File: src/rtl/cip_pkg.sv
package cip_pkg;
  localparam int WORD_W = 16;
  localparam int PRIO_W = 3;
  localparam int OFF_W  = 2;

  localparam int BIT_DONE = 15;
  localparam int BIT_IE   = 14;
  localparam int BIT_OVR  = 13;

  typedef enum logic [OFF_W-1:0] {
    OFF_STATUS = 2'd0,
    OFF_DATA   = 2'd1,
    OFF_VECTOR = 2'd2,
    OFF_SPARE  = 2'd3
  } reg_off_e;
endpackage

File: src/rtl/cip_bus_decode.sv
module cip_bus_decode
  import cip_pkg::*;
(
  input  logic             sel,
  input  logic             wr,
  input  logic [OFF_W-1:0] addr,
  output logic             rd_en,
  output logic             wr_status,
  output logic             wr_vector,
  output logic             rd_status,
  output logic             rd_data
);
  reg_off_e off;

  always_comb begin
    off       = reg_off_e'(addr);
    rd_en     = sel && !wr;
    wr_status = sel && wr  && (off == OFF_STATUS);
    wr_vector = sel && wr  && (off == OFF_VECTOR);
    rd_status = sel && !wr && (off == OFF_STATUS);
    rd_data   = sel && !wr && (off == OFF_DATA);
  end
endmodule

File: src/rtl/cip_status_reg.sv
module cip_status_reg
  import cip_pkg::*;
(
  input  logic              clk,
  input  logic              rst,
  input  logic              wr_status,
  input  logic              wr_ie,
  input  logic [PRIO_W-1:0] wr_prio,
  input  logic              rd_status,
  input  logic              rd_data,
  input  logic              strobe,
  output logic              done,
  output logic              ie,
  output logic              ovr,
  output logic [PRIO_W-1:0] prio,
  output logic [WORD_W-1:0] status_word
);
  logic overrun_now;

  assign overrun_now = strobe && done && !rd_data;

  always_ff @(posedge clk) begin
    if (rst) begin
      done <= 1'b0;
      ie   <= 1'b0;
      ovr  <= 1'b0;
      prio <= '0;
    end else begin
      if (wr_status) begin
        ie   <= wr_ie;
        prio <= wr_prio;
      end
      if (strobe)       done <= 1'b1;
      else if (rd_data) done <= 1'b0;
      if (overrun_now)    ovr <= 1'b1;
      else if (rd_status) ovr <= 1'b0;
    end
  end

  always_comb begin
    status_word              = '0;
    status_word[BIT_DONE]    = done;
    status_word[BIT_IE]      = ie;
    status_word[BIT_OVR]     = ovr;
    status_word[PRIO_W-1:0]  = prio;
  end

  assert_strobe_sets_done_R2: assert property (@(posedge clk) disable iff (rst)
    strobe |=> done);
  assert_read_clears_done_R5: assert property (@(posedge clk) disable iff (rst)
    (rd_data && !strobe) |=> !done);
  assert_write_keeps_done_R4: assert property (@(posedge clk) disable iff (rst)
    (wr_status && !strobe && !rd_data) |=> $stable(done));
  assert_overrun_sets_R6: assert property (@(posedge clk) disable iff (rst)
    (strobe && done && !rd_data) |=> ovr);
  assert_status_read_clears_ovr_R6: assert property (@(posedge clk) disable iff (rst)
    (rd_status && !(strobe && done)) |=> !ovr);
endmodule

File: src/rtl/cip_char_reg.sv
module cip_char_reg
  import cip_pkg::*;
#(
  parameter logic [WORD_W-1:0] VEC_RESET = 16'h0180
) (
  input  logic              clk,
  input  logic              rst,
  input  logic              strobe,
  input  logic [WORD_W-1:0] char_in,
  input  logic              wr_vector,
  input  logic [WORD_W-1:0] wdata,
  output logic [WORD_W-1:0] data_q,
  output logic [WORD_W-1:0] vector_q
);
  always_ff @(posedge clk) begin
    if (rst) begin
      data_q   <= '0;
      vector_q <= VEC_RESET;
    end else begin
      if (strobe)    data_q   <= char_in;
      if (wr_vector) vector_q <= wdata;
    end
  end

  assert_char_loads_R2: assert property (@(posedge clk) disable iff (rst)
    strobe |=> (data_q == $past(char_in)));
  assert_vector_write_R8: assert property (@(posedge clk) disable iff (rst)
    wr_vector |=> (vector_q == $past(wdata)));
endmodule

File: src/rtl/cip_read_mux.sv
module cip_read_mux
  import cip_pkg::*;
(
  input  logic              clk,
  input  logic              rst,
  input  logic              rd_en,
  input  logic [OFF_W-1:0]  addr,
  input  logic [WORD_W-1:0] status_word,
  input  logic [WORD_W-1:0] data_word,
  input  logic [WORD_W-1:0] vector_word,
  output logic [WORD_W-1:0] rdata
);
  logic [WORD_W-1:0] sel_word;

  always_comb begin
    unique case (reg_off_e'(addr))
      OFF_STATUS: sel_word = status_word;
      OFF_DATA:   sel_word = data_word;
      OFF_VECTOR: sel_word = vector_word;
      default:    sel_word = '0;
    endcase
  end

  always_ff @(posedge clk) begin
    if (rst)        rdata <= '0;
    else if (rd_en) rdata <= sel_word;
  end

  assert_rdata_holds_R10: assert property (@(posedge clk) disable iff (rst)
    !rd_en |=> $stable(rdata));
endmodule

File: src/rtl/char_input_port.sv
module char_input_port
  import cip_pkg::*;
#(
  parameter logic [WORD_W-1:0] VEC_RESET = 16'h0180
) (
  input  logic              clk,
  input  logic              rst,
  input  logic              bus_sel,
  input  logic              bus_wr,
  input  logic [OFF_W-1:0]  bus_addr,
  input  logic [WORD_W-1:0] bus_wdata,
  output logic [WORD_W-1:0] bus_rdata,
  input  logic              char_strobe,
  input  logic [WORD_W-1:0] char_in,
  output logic              irq_req,
  output logic [PRIO_W-1:0] irq_prio,
  output logic [WORD_W-1:0] irq_vector
);
  logic rd_en, wr_status, wr_vector, rd_status, rd_data;
  logic done, ie, ovr;
  logic [PRIO_W-1:0] prio;
  logic [WORD_W-1:0] status_word, data_q, vector_q;

  cip_bus_decode u_dec (
    .sel(bus_sel), .wr(bus_wr), .addr(bus_addr),
    .rd_en(rd_en), .wr_status(wr_status), .wr_vector(wr_vector),
    .rd_status(rd_status), .rd_data(rd_data)
  );

  cip_status_reg u_stat (
    .clk(clk), .rst(rst),
    .wr_status(wr_status), .wr_ie(bus_wdata[BIT_IE]), .wr_prio(bus_wdata[PRIO_W-1:0]),
    .rd_status(rd_status), .rd_data(rd_data), .strobe(char_strobe),
    .done(done), .ie(ie), .ovr(ovr), .prio(prio), .status_word(status_word)
  );

  cip_char_reg #(.VEC_RESET(VEC_RESET)) u_chr (
    .clk(clk), .rst(rst), .strobe(char_strobe), .char_in(char_in),
    .wr_vector(wr_vector), .wdata(bus_wdata),
    .data_q(data_q), .vector_q(vector_q)
  );

  cip_read_mux u_rmux (
    .clk(clk), .rst(rst), .rd_en(rd_en), .addr(bus_addr),
    .status_word(status_word), .data_word(data_q), .vector_word(vector_q),
    .rdata(bus_rdata)
  );

  assign irq_req    = done && ie;
  assign irq_prio   = prio;
  assign irq_vector = vector_q;

  assert_irq_drops_after_read_R7: assert property (@(posedge clk) disable iff (rst)
    (rd_data && !char_strobe) |=> !irq_req);
  assert_irq_follows_strobe_R7: assert property (@(posedge clk) disable iff (rst)
    (char_strobe && ie && !wr_status) |=> irq_req);
endmodule

File: config.mk
export PLATFORM = sky130hd
export DESIGN_NAME = char_input_port
export DESIGN_NICKNAME = d
export VERILOG_FILES = /design/src/rtl/cip_pkg.sv /design/src/rtl/cip_bus_decode.sv /design/src/rtl/cip_status_reg.sv /design/src/rtl/cip_char_reg.sv /design/src/rtl/cip_read_mux.sv /design/src/rtl/char_input_port.sv
export SDC_FILE = /design/constraint.sdc
export NUM_CORES = 1
export LEC_CHECK = 0
export ABC_AREA = 1
export CAP_MARGIN = 20
export CORE_ASPECT_RATIO = 1.75
export CORE_MARGIN = 4
export CORE_UTILIZATION = 26
export DETAILED_ROUTE_END_ITERATION = 16
export DONT_BUFFER_PORTS = 1
export GPL_TIMING_DRIVEN = 0
export HOLD_SLACK_MARGIN = 0.02
export SKIP_LAST_GASP = 1
export SYNTH_ARGS = -nofsm -noshare
export SYNTH_HDL_FRONTEND = slang
export SYNTH_SLANG_ARGS = --single-unit
export TNS_END_PERCENT = 10
File: constraint.sdc
create_clock -name clk -period 2.3 [get_ports clk]
set_clock_uncertainty 0.15 [all_clocks]
set_input_delay 0.115 -clock clk [delete_from_list [all_inputs] [get_ports clk]]
set_output_delay 0.115 -clock clk [all_outputs]
set_load 0.05 [all_outputs]
==> metrics.md, run 1 <==
| Metric | Value |
|---|---|
| Most frequent cell on the critical path | `nand3_1` |
| Most common cell after layout, fill and taps aside | `nand2_1` |
| DRC | `0` |
| Critical path class | `reg -> reg` |
| LEAKAGE | `between 1 and 1.5 nW` |
| Netlist Area Pre-Place | `about 2200 µm²` |
| CP Launch Type | `flip-flop` |
| R2R Setup Slk | `~0.37 ns` |
| Grt peak-use layer | `met2` |
| Max cap viols | `0` |
| Rel. slew slack | `60.9%` |
| Initial core utilization | `26.8%` |
| N_diodes | `0` |
| Vias in the first global route | `roughly 2,100` |
| Cts hold-fix bufs | `35` |
| Largest stage delay on the critical path | `~0.69 ns` |
| Routed Antenna Nets | `0` |
| CTS tree | `done` |
| Sequential-to-total area share from yosys stat | `48.5%` |
| CTS HTree Levels | `2` |
| GRT met2 Usage | `a little over a quarter` |
| Clk slew on worst S/H paths | `roughly 0.070 ns` |
| CTS Buf Count | `5` |
| GRT Overall Usage | `13.2%` |
| CP bufs+invs | `1` |
| Most frequent cells in the layout | `nand2_1 (76), nor2_1 (68), dfxtp_1 (54), dlygate4sd3_1 (35)` |
| RD Place Congestion | `about 0.84` |
| Clk root buf | `clkbuf_16` |
| Synth Register Bits | `54` |
| VDD IR max | `roughly 400 µV` |
| Synthesized net count | `344` |
| Routed WL | `roughly 6.6 mm` |
| Std-Cell Rows | `between 40 and 50` |
| Avg Synthesized Cell Area | `roughly 7.3 µm²` |
| Die W | `78.0 µm` |
| Grt met3 use | `under 10%` |
| Slew Viols, Final | `0` |
| Clk_lat worst skew | `~0.29 ns` |
| Total Power | `~2.1 mW` |
| Top Family by Delay on Critical Path | `flip-flops` |
| Crit-path cells | `nand3_1, nand3_1, nand2_1, a21oi_1, dlygate4sd3_1` |
| Max Clk Rate | `between 500 and 600 MHz` |
| Initial antenna violation count | `0` |
| Crit path max-delay cell type | `dfxtp_1` |
| Worst-Margin Slew | `0.586 ns` |
| DR WL/cell | `between 10 and 15 µm` |
| Clock sink count | `54` |
| Resized Gates After CTS | `0` |
| Number of detailed-route iterations in the first pass | `5` |
| HPWL reported at the end of detailed placement | `around 5.0 mm` |
| Port Buffers | `0` |
| Final WS setup | `0.371 ns` |
| Layout area overhead | `29.9%` |
| Iteration-0 DRC Markers | `between 70 and 80` |
| Worst Hold Class | `in -> reg` |
| Pin count of the biggest net entering global routing | `19` |
| Worst Path Arrival | `between 2 and 2.5 ns` |
| Setup repair bufs after CTS | `0` |
| Post-layout min period | `1.93 ns` |
| Layout cells sized above 1 | `just under 9%` |
| GR Layer Usage met1 | `13.4%` |
| RSZ-0062 raised after global routing | `no` |
| Gr ovfl total | `0` |
| WP data required | `~2.4 ns` |
| Netlist cell types | `20` |
| Total Neg Setup Slack | `0 ns` |
| Dpl ws | `a little under 0.9 ns` |
| Pwr Density | `between 700 and 800 nW/µm²` |
| Final Util | `34.9%` |
| First-pass GRT wire length | `10.4 mm` |
| Vias post-DR | `slightly above 2,000` |
| Ports | `between 70 and 80` |
| CTS max path bufs | `2` |
| Critical Path Fanout Max | `3` |
| Yosys warning count | `0` |
| Final hold vios | `0` |
| Die area | `about 10,000 µm²` |
| Core area | `around 8300 µm²` |
| Final Setup Violations | `0` |
| Via density per instance | `4.45` |
| Synth Instances | `a little over 300` |
| CP endpoint kind | `flip-flop` |
| Fin crit share | `83.9%` |
| Outcome | `completed` |
| Die Y | `roughly 130 µm` |
| Final Net Count | `between 300 and 400` |
-- final cells by class --
cell class	count	area (µm²)
multi-input combinational	224	982
sequential	54	1080
inverter	11	53.8
timing repair buffer	35	350
clock inverter	3	48.8
fill	895	5410
tap	115	144
clock buffer	5	125
buffer	16	114
-- worst reg2reg max path, delay by kind of cell, from the launching register on --
| family | cells | cell delay, ns |
|---|---|---|
| AO/OA/AOI/OAI | 1 | 0.12 |
| AND/OR/NAND/NOR | 3 | 0.37 |
| flip-flops | 1 | 0.69 |
| buffers and inverters | 1 | 0.55 |
-- registers in the layout, summed over array words and instances, names as in the netlist --
register	flops
u_stat.ovr	1
u_stat.ie	1
u_stat.done	1
u_stat.prio	3
u_chr.vector_q	16
u_rmux.rdata	16
u_chr.data_q	16
-- cell usage after synthesis (all sizes together) --
cell type / number / area [µm²]
clkinv: 1 / 3.75
nand2: 78 / 303
nand3: 21 / 105
a21oi: 18 / 90.1
dfxtp: 54 / 1080
nor2: 72 / 309
clkbuf: 6 / 22.5
inv: 10 / 50.1
buf: 10 / 91.3
o21ai: 35 / 175
-- final timing paths --
path / start / endpoint / depth (start not counted)
worst max register to register: u_chr.vector_q[13]$_SDFFE_PP0P_ / u_rmux.rdata[13]$_SDFFE_PP0N_ / 5
worst min register to register: u_stat.ovr$_SDFFE_PP0P_ / u_stat.ovr$_SDFFE_PP0P_ / 2
worst min-delay path: bus_wr / u_rmux.rdata[15]$_SDFFE_PP0N_ / 4
worst max-delay path: u_chr.vector_q[13]$_SDFFE_PP0P_ / u_rmux.rdata[13]$_SDFFE_PP0N_ / 5
-- cell families after synthesis --
logic type,count (synthesis),synth area share [%]
AND/OR/NAND/NOR,171,32.1
flip-flops,54,48.5
AO/OA/AOI/OAI,53,11.9
buffers and inverters,27,7.51
-- per-stage QoR --
| stage | std cells | instance area [µm²] | hold WS [ns] |
|---|---|---|---|
| detailed placement | 420 | 2370 | 0.0939 |
| floorplan | 305 | 2230 | 0.0782 |
| global route | 463 | 2900 | 0.0966 |
| finish | 463 | 2900 | 0.0625 |
| global placement | 420 | 2370 | 0.0829 |
| CTS | 463 | 2900 | 0.0488 |
-- layer usage --
| layer | vias to the layer above | part of all wire [%] |
|---|---|---|
| met5 | - | 0 |
| met4 | 0 | 1.3 |
| met3 | 5 | 6.0 |
| met2 | 63 | 56 |
| met1 | 928 | 36 |
| li1 | 1064 | - |
-- where the power goes --
part	total [mW]	switching (mW)	internal, mW
registers	1.06	0.0853	0.973
clock network	0.876	0.355	0.522
logic	0.207	0.114	0.0927
Power figures use the tool's default switching activity.
==> run 2: changes to the inputs <==
--- a/config.mk
+++ b/config.mk
@@ -5,7 +5,7 @@
 export SDC_FILE = /design/constraint.sdc
 export NUM_CORES = 1
 export LEC_CHECK = 0
-export ABC_AREA = 1
+export ABC_AREA = 0
 export CAP_MARGIN = 20
 export CORE_ASPECT_RATIO = 1.75
 export CORE_MARGIN = 4
==> constraint.sdc (replaced) <==
create_clock -name clk -period 1.65 [get_ports clk]
set_clock_uncertainty 0.15 [all_clocks]
set_input_delay 0.0825 -clock clk [delete_from_list [all_inputs] [get_ports clk]]
set_output_delay 0.0825 -clock clk [all_outputs]
set_load 0.05 [all_outputs]
==> run 2 against run 1 <==
  * Synthesized cell count is 28% lower
  * Highest routed layer unchanged
  * Clock-buffer cell count stayed put
  * Critical endpoint is now u_rmux.rdata[2]$_SDFFE_PP0N_
  * First-iteration DRC count is 5.6% higher
  * Routed wire length is 0.17% lower
==> metrics.md, run 2 <==
| Metric | Value |
|---|---|
| Clock sink count | `54` |
| Fillers | `roughly 800` |
| Post-Synth Simple-Gate Area | `between 15 and 20%` |
| Dpl ws | `0.126 ns` |
| Worst Path Arrival | `between 1.5 and 2 ns` |
| Outcome | `completed` |
| GRT Overall Usage | `13.8%` |
| Sequential-to-total area share from yosys stat | `roughly 51%` |
| Non-filler cells, final | `~350` |
| First-pass GRT wire length | `10.4 mm` |
| Area leader, netlist | `dfxtp_1` |
| CP Launch Type | `flip-flop` |
| Synth Instances | `roughly 220` |
| HPWL reported at the end of detailed placement | `around 4.9 mm` |
| CTS HTree Levels | `2` |
| Min Hold Slack | `slightly above 0.05 ns` |
| RSZ-0062 raised after global routing | `no` |
| DRC | `0` |
| Initial core utilization | `a little over a quarter` |
| Initial antenna violation count | `0` |
| Final Net Count | `a little over 300` |
| Max Clk Rate | `652 MHz` |
| R2R Path Start | `u_stat.prio[2]$_SDFFE_PP0P_` |
| Placed cell count | `between 300 and 400` |
| LEAKAGE | `a little over 1 nW` |
| R2R Setup Slk | `0.12 ns` |
| Avg Synthesized Cell Area | `9.74 µm²` |
| Critical Path Fanout Max | `3` |
| Via density per instance | `between 5 and 6` |
| Final hold vios | `0` |
| Worst r2r dst | `u_rmux.rdata[2]$_SDFFE_PP0N_` |
| Dominant synthesized flop cell | `dfxtp_1` |
| Synth Register Bits | `54` |
| WP data required | `~1.7 ns` |
| Die area | `roughly 9800 µm²` |
| Vias in the first global route | `~1,900` |
| Leading cell types by total area after synthesis | `dfxtp_1 (51%), mux2i_1 (9.4%), nand2_1 (7.0%)` |
| CP bufs+invs | `0` |
| Std-Cell Rows | `43` |
| Core area | `7960 µm²` |
| Final Util | `between 30% and 40%` |
| Worst-Margin Slew | `0.818 ns` |
| Most common cell after layout, fill and taps aside | `dfxtp_1` |
| Pwr Density | `a little under 1000 nW/µm²` |
| Pin count of the biggest net entering global routing | `18` |
| CTS tree | `done` |
| Synthesized net count | `258` |
| Top Registers | `u_chr.data_q: 16 flops, u_chr.vector_q: 16 flops, u_rmux.rdata: 16 flops` |
| Adder-cell area share of the yosys netlist | `0%` |
| Routed Antenna Nets | `0` |
| Post-synth EDFFs | `0` |
| Synth top area share | `roughly 50%` |
| Final Setup Violations | `0` |
| Critical path origin | `u_stat.prio[2]$_SDFFE_PP0P_` |
| VDD IR max | `between 400 and 500 µV` |
| Iteration-0 DRC Markers | `75` |
| RD Place Congestion | `~0.76` |
| DR WL/cell | `approximately 19 µm` |
| Mux cell area share after synthesis | `12.6%` |
| Crit-path cells | `mux2_2, a222oi_1, a211oi_1` |
| Clk root buf | `clkbuf_16` |
| Most frequent cells in the layout | `dfxtp_1 (54), nand2_1 (40), dlygate4sd3_1 (37), nor2_1 (22), mux2i_1 (20)` |
| Xor and xnor area share after synthesis | `0%` |
| Total Power | `~2.7 mW` |
| Slew Viols, Final | `0` |
| Critical path class | `reg -> reg` |
| Final WS setup | `approximately 0.12 ns` |
| Clk_lat worst skew | `roughly 0.29 ns` |
| Layout area overhead | `29.5%` |
| Yosys warning count | `0` |
| Port Buffers | `0` |
| Top Family by Delay on Critical Path | `flip-flops` |
| Hold_sp | `rst` |
| Total Neg Setup Slack | `0 ns` |
| Max cap viols | `0` |
| Critical Path End | `u_rmux.rdata[2]$_SDFFE_PP0N_` |
| Routed WL | `roughly 6.6 mm` |
| CTS max path bufs | `2` |
| Most frequent cells after synthesis | `dfxtp_1 (54), nand2_1 (40), nor2_1 (22)` |
| CP endpoint kind | `flip-flop` |
| Ports | `between 70 and 80` |
| Fin crit share | `approximately 93%` |
| Gr ovfl total | `0` |
| Area after DPL | `roughly 2200 µm²` |
| Design area | `2760 µm²` |
| Clk slew on worst S/H paths | `about 0.07 ns` |
| Die Y | `128 µm` |
| Reg2Reg Depth | `3` |
| Crit path max-delay cell type | `dfxtp_1` |
| Vias post-DR | `approximately 1,800` |
| Rel. slew slack | `a little under half` |
| Number of detailed-route iterations in the first pass | `6` |
| CTS Buf Count | `5` |
| Netlist Area Pre-Place | `around 2100 µm²` |
| Layout cells sized above 1 | `between 9 and 10%` |
| Most common cell in the netlist | `dfxtp_1` |
| N_diodes | `0` |
| Largest stage delay on the critical path | `0.50 ns` |
| Netlist cell types | `27` |
| WP depth | `3` |
| Worst Hold Class | `in -> reg` |
| Post-layout min period | `1.53 ns` |
| Async S/R FF share, synth | `0%` |
| Die W | `approximately 76 µm` |
| Main combinational cell family by area after synthesis | `simple AND/OR/NAND/NOR gates` |
| Complex-gate fraction of the synthesized area | `between 10% and 20%` |
[run 2: cell types whose count changed after synthesis, moves of 10 or more]
cell / delta
a221o_1: +10
mux2i_1: +20
nand2_1: -36
nand3_1: -20
nor2_1: -46
nor3b_1: +10
o21ai_0: -21
o21ai_1: -14
[run 2: worst min path at each step]
stage / depth (start not counted) / end
after global placement: 2 / u_chr.vector_q[7]$_SDFFE_PP1P_
after CTS: 2 / u_rmux.rdata[12]$_SDFFE_PP0N_
after global routing: 2 / u_rmux.rdata[8]$_SDFFE_PP0N_
final: 2 / u_rmux.rdata[12]$_SDFFE_PP0N_
after floorplan: 2 / u_chr.vector_q[7]$_SDFFE_PP1P_
after detailed placement: 2 / u_chr.vector_q[8]$_SDFFE_PP1P_
[run 2: timing repair]
item	CTS	global route
resized for setup	0	0
hold endpoints to repair	44	0
hold buffers	37	0
buffers inserted	0	0
[run 2: area by class of cell]
class / instances / area [µm²] / share of cell area [%]
clock inverters: 3 / 21.3 / 0.770
flip-flops and latches: 54 / 1080 / 39.1
well taps: 90 / 113 / 4.08
inverters: 1 / 3.75 / 0.136
clock buffers: 5 / 125 / 4.53
plain buffers: 15 / 73.8 / 2.67
repair buffers: 37 / 370 / 13.4
multi-input cells: 149 / 975 / 35.3
[run 2: kinds of logic (layout without fill, tap and decap cells)]
group,after synthesis,count (layout)
DFF,54,54
AOI/OAI and AO/OA,39,39
and+or+nand+nor,84,84
muxes,26,26
buffers and inverters,16,61
[run 2: power breakdown]
part	leakage [nW]	internal (mW)	switching (mW)
Sequential	0.440	1.35	0.0840
Combinational	0.516	0.126	0.120
Clock	0.0698	0.562	0.467
[run 2: routing by layer]
layer,global-route usage [%],share of wire [%],vias up
met3,6.12,8.8,8
met4,4.48,1.8,0
met5,0,0,-
li1,-,-,871
met2,26.7,56,64
met1,12.6,33,868
==> run 3: changes to the inputs <==
--- a/config.mk
+++ b/config.mk
@@ -9,7 +9,8 @@
 export CAP_MARGIN = 20
 export CORE_ASPECT_RATIO = 1.75
 export CORE_MARGIN = 4
-export CORE_UTILIZATION = 26
+export CORE_UTILIZATION = 40
+export CTS_BUF_LIST = sky130_fd_sc_hd__clkbuf_2 sky130_fd_sc_hd__clkbuf_4 sky130_fd_sc_hd__clkbuf_8
 export DETAILED_ROUTE_END_ITERATION = 16
 export DONT_BUFFER_PORTS = 1
 export GPL_TIMING_DRIVEN = 0
==> run 3 against run 2 <==
  * Cell count down 9.9%
  * Sequential share of layout area up 1.3 points
  * Highest routed layer unchanged
  * Largest cell class unchanged
  * Sequential power about the same
  * Worst hold slack better by 0.011 ns
  * First-iteration DRC count up 25%
  * Critical path depth up 1
  * Setup slack better by 0.011 ns
  * Cell area down 3.1%
  * Global-route usage up 4.7 points
  * Clock power down 26%
  * Non-clock buffer count up 1
==> metrics.md, run 3 (synthesized netlist as in run 2, its figures left out) <==
| Metric | Value |
|---|---|
| Outcome | `completed` |
| Worst r2r dst | `u_rmux.rdata[0]$_SDFFE_PP0N_` |
| Iteration-0 DRC Markers | `94` |
| Max cap viols | `0` |
| Resized Gates After CTS | `0` |
| Critical path origin | `bus_sel` |
| Layout cells sized above 1 | `~10%` |
| Reg2Reg Depth | `3` |
| First-pass GRT wire length | `between 9 and 10 mm` |
| Worst min-delay path endpoint | `u_rmux.rdata[14]$_SDFFE_PP0N_` |
| Max Clk Rate | `~660 MHz` |
| Final hold vios | `0` |
| Initial antenna violation count | `0` |
| Core area | `between 5000 and 6000 µm²` |
| Top Registers | `u_chr.data_q: 16 flops, u_chr.vector_q: 16 flops, u_rmux.rdata: 16 flops` |
| Clk slew on worst S/H paths | `0.09 ns` |
| Die W | `63.2 µm` |
| Final Setup Violations | `0` |
| Gr ovfl total | `0` |
| Pwr Density | `a little over 900 nW/µm²` |
| Fillers | `about 470` |
| Vias post-DR | `around 1,800` |
| Crit-path cells | `dlygate4sd3_1, nand4bb_1, nor2_1, a221o_1` |
| CTS Buf Count | `5` |
| Clk root buf | `clkbuf_8` |
| Port Buffers | `0` |
| Initial core utilization | `42.1%` |
| Worst-Margin Slew | `slightly below 0.8 ns` |
| WP data required | `1.75 ns` |
| CTS tree | `done` |
| Min Hold Slack | `0.0619 ns` |
| Largest stage delay on the critical path | `slightly above 0.6 ns` |
| LEAKAGE | `~1.0 nW` |
| Post-layout min period | `approximately 1.5 ns` |
| Die Y | `roughly 100 µm` |
| Top Family by Delay on Critical Path | `simple AND/OR/NAND/NOR gates` |
| Ports | `75` |
| Area after DPL | `about 2200 µm²` |
| Clock sink count | `54` |
| Crit path max-delay cell type | `nor2_1` |
| R2R Setup Slk | `between 0.1 and 0.15 ns` |
| Total Neg Setup Slack | `0 ns` |
| Number of detailed-route iterations in the first pass | `4` |
| Die area | `approximately 6600 µm²` |
| Via density per instance | `5.56` |
| Pin count of the biggest net entering global routing | `16` |
| Worst Path Arrival | `1.62 ns` |
| DRC | `0` |
| Design area | `2680 µm²` |
| Placed cell count | `~270` |
| Clk_lat worst skew | `roughly 0.3 ns` |
| Hold_sp | `bus_addr[1]` |
| Most frequent cells in the layout | `dfxtp_1 (54), nand2_1 (40), dlygate4sd3_1 (38), nor2_1 (22), mux2i_1 (20)` |
| CTS max path bufs | `2` |
| R2R Path Start | `u_stat.prio[0]$_SDFFE_PP0P_` |
| Slew Viols, Final | `0` |
| CP endpoint kind | `flip-flop` |
| N_diodes | `0` |
| GRT Overall Usage | `a little under a fifth` |
| CP bufs+invs | `1` |
| Most common cell after layout, fill and taps aside | `dfxtp_1` |
| Vias in the first global route | `between 1,500 and 2,000` |
| Critical Path Fanout Max | `10` |
| CTS HTree Levels | `2` |
| Non-filler cells, final | `roughly 320` |
| Final Net Count | `around 300` |
| RSZ-0062 raised after global routing | `no` |
| Fin crit share | `between 90% and 100%` |
| Setup repair bufs after CTS | `0` |
| Hold Path Depth | `3` |
| Worst Hold Class | `in -> reg` |
| Routed Antenna Nets | `0` |
| VDD IR max | `between 400 and 500 µV` |
| Std-Cell Rows | `34` |
| HPWL reported at the end of detailed placement | `around 4.2 mm` |
| Rel. slew slack | `between 40 and 50%` |
| CP Launch Type | `primary input` |
| Routed WL | `about 5.9 mm` |
| Layout area overhead | `25.5%` |
| DR WL/cell | `~19 µm` |
| RD Place Congestion | `just over 0.7` |
| Critical path class | `in -> reg` |
[run 3: cell type report]
class                      instances  area [µm²]  share of cell area [%]
buffer                            15        73.8                    2.76
clock buffer                       7        90.1                    3.37
clock inverter                     1        5.00                   0.187
inverter                           1        3.75                   0.140
multi-input combinational        149         975                    36.4
sequential                        54        1080                    40.4
tap                               54        67.6                    2.52
timing repair buffer              38         380                    14.2
[run 3: what timing repair did]
action | 4_1_cts | 5_1_grt
endpoints found under the setup margin | 0 | 0
hold endpoints to repair | 53 | 0
hold buffers | 38 | 0
[run 3: worst max-delay path by stage]
stage | endpoint | slack (ns) | cells past startpoint
6_report | u_rmux.rdata[3]$_SDFFE_PP0N_ | 0.13 | 4
4_1_cts | u_rmux.rdata[3]$_SDFFE_PP0N_ | 0.09 | 4
2_1_floorplan | u_rmux.rdata[1]$_SDFFE_PP0N_ | 0.25 | 3
3_5_place_dp | u_rmux.rdata[0]$_SDFFE_PP0N_ | 0.15 | 3
5_1_grt | u_rmux.rdata[13]$_SDFFE_PP0N_ | 0.05 | 5
3_3_place_gp | u_rmux.rdata[2]$_SDFFE_PP0N_ | 0.15 | 3
[run 3: per-layer routing]
metal / vias up / global-route usage (%) / wire length (µm)
met3: 5 / 5.48 / 390
met2: 53 / 34.2 / 3300
met1: 838 / 19.9 / 2160
met5: - / 0 / 0
met4: 0 / 5.10 / 70
li1: 878 / - / -
[run 3: metrics by stage]
step	util [%]	power (mW)	worst slack, ns
2_1_floorplan	-	1.58	0.248
3_3_place_gp	43.5	1.63	0.152
3_5_place_dp	43.5	1.63	0.145
4_1_cts	52.9	2.47	0.0948
5_1_grt	52.9	2.54	0.0477
6_report	52.9	2.44	0.128
[run 3: power breakdown]
| group | switching [mW] | internal [mW] | total, mW |
|---|---|---|---|
| clock | 0.408 | 0.356 | 0.764 |
| sequential | 0.0829 | 1.34 | 1.43 |
| combinational | 0.118 | 0.128 | 0.246 |
| total | 0.609 | 1.83 | 2.44 |
[run 3: worst min-delay path: cells and delay by family]
kind | cells | cell delay, ns
buffers and inverters | 1 | 0.05
AOI/OAI and AO/OA | 2 | 0.33
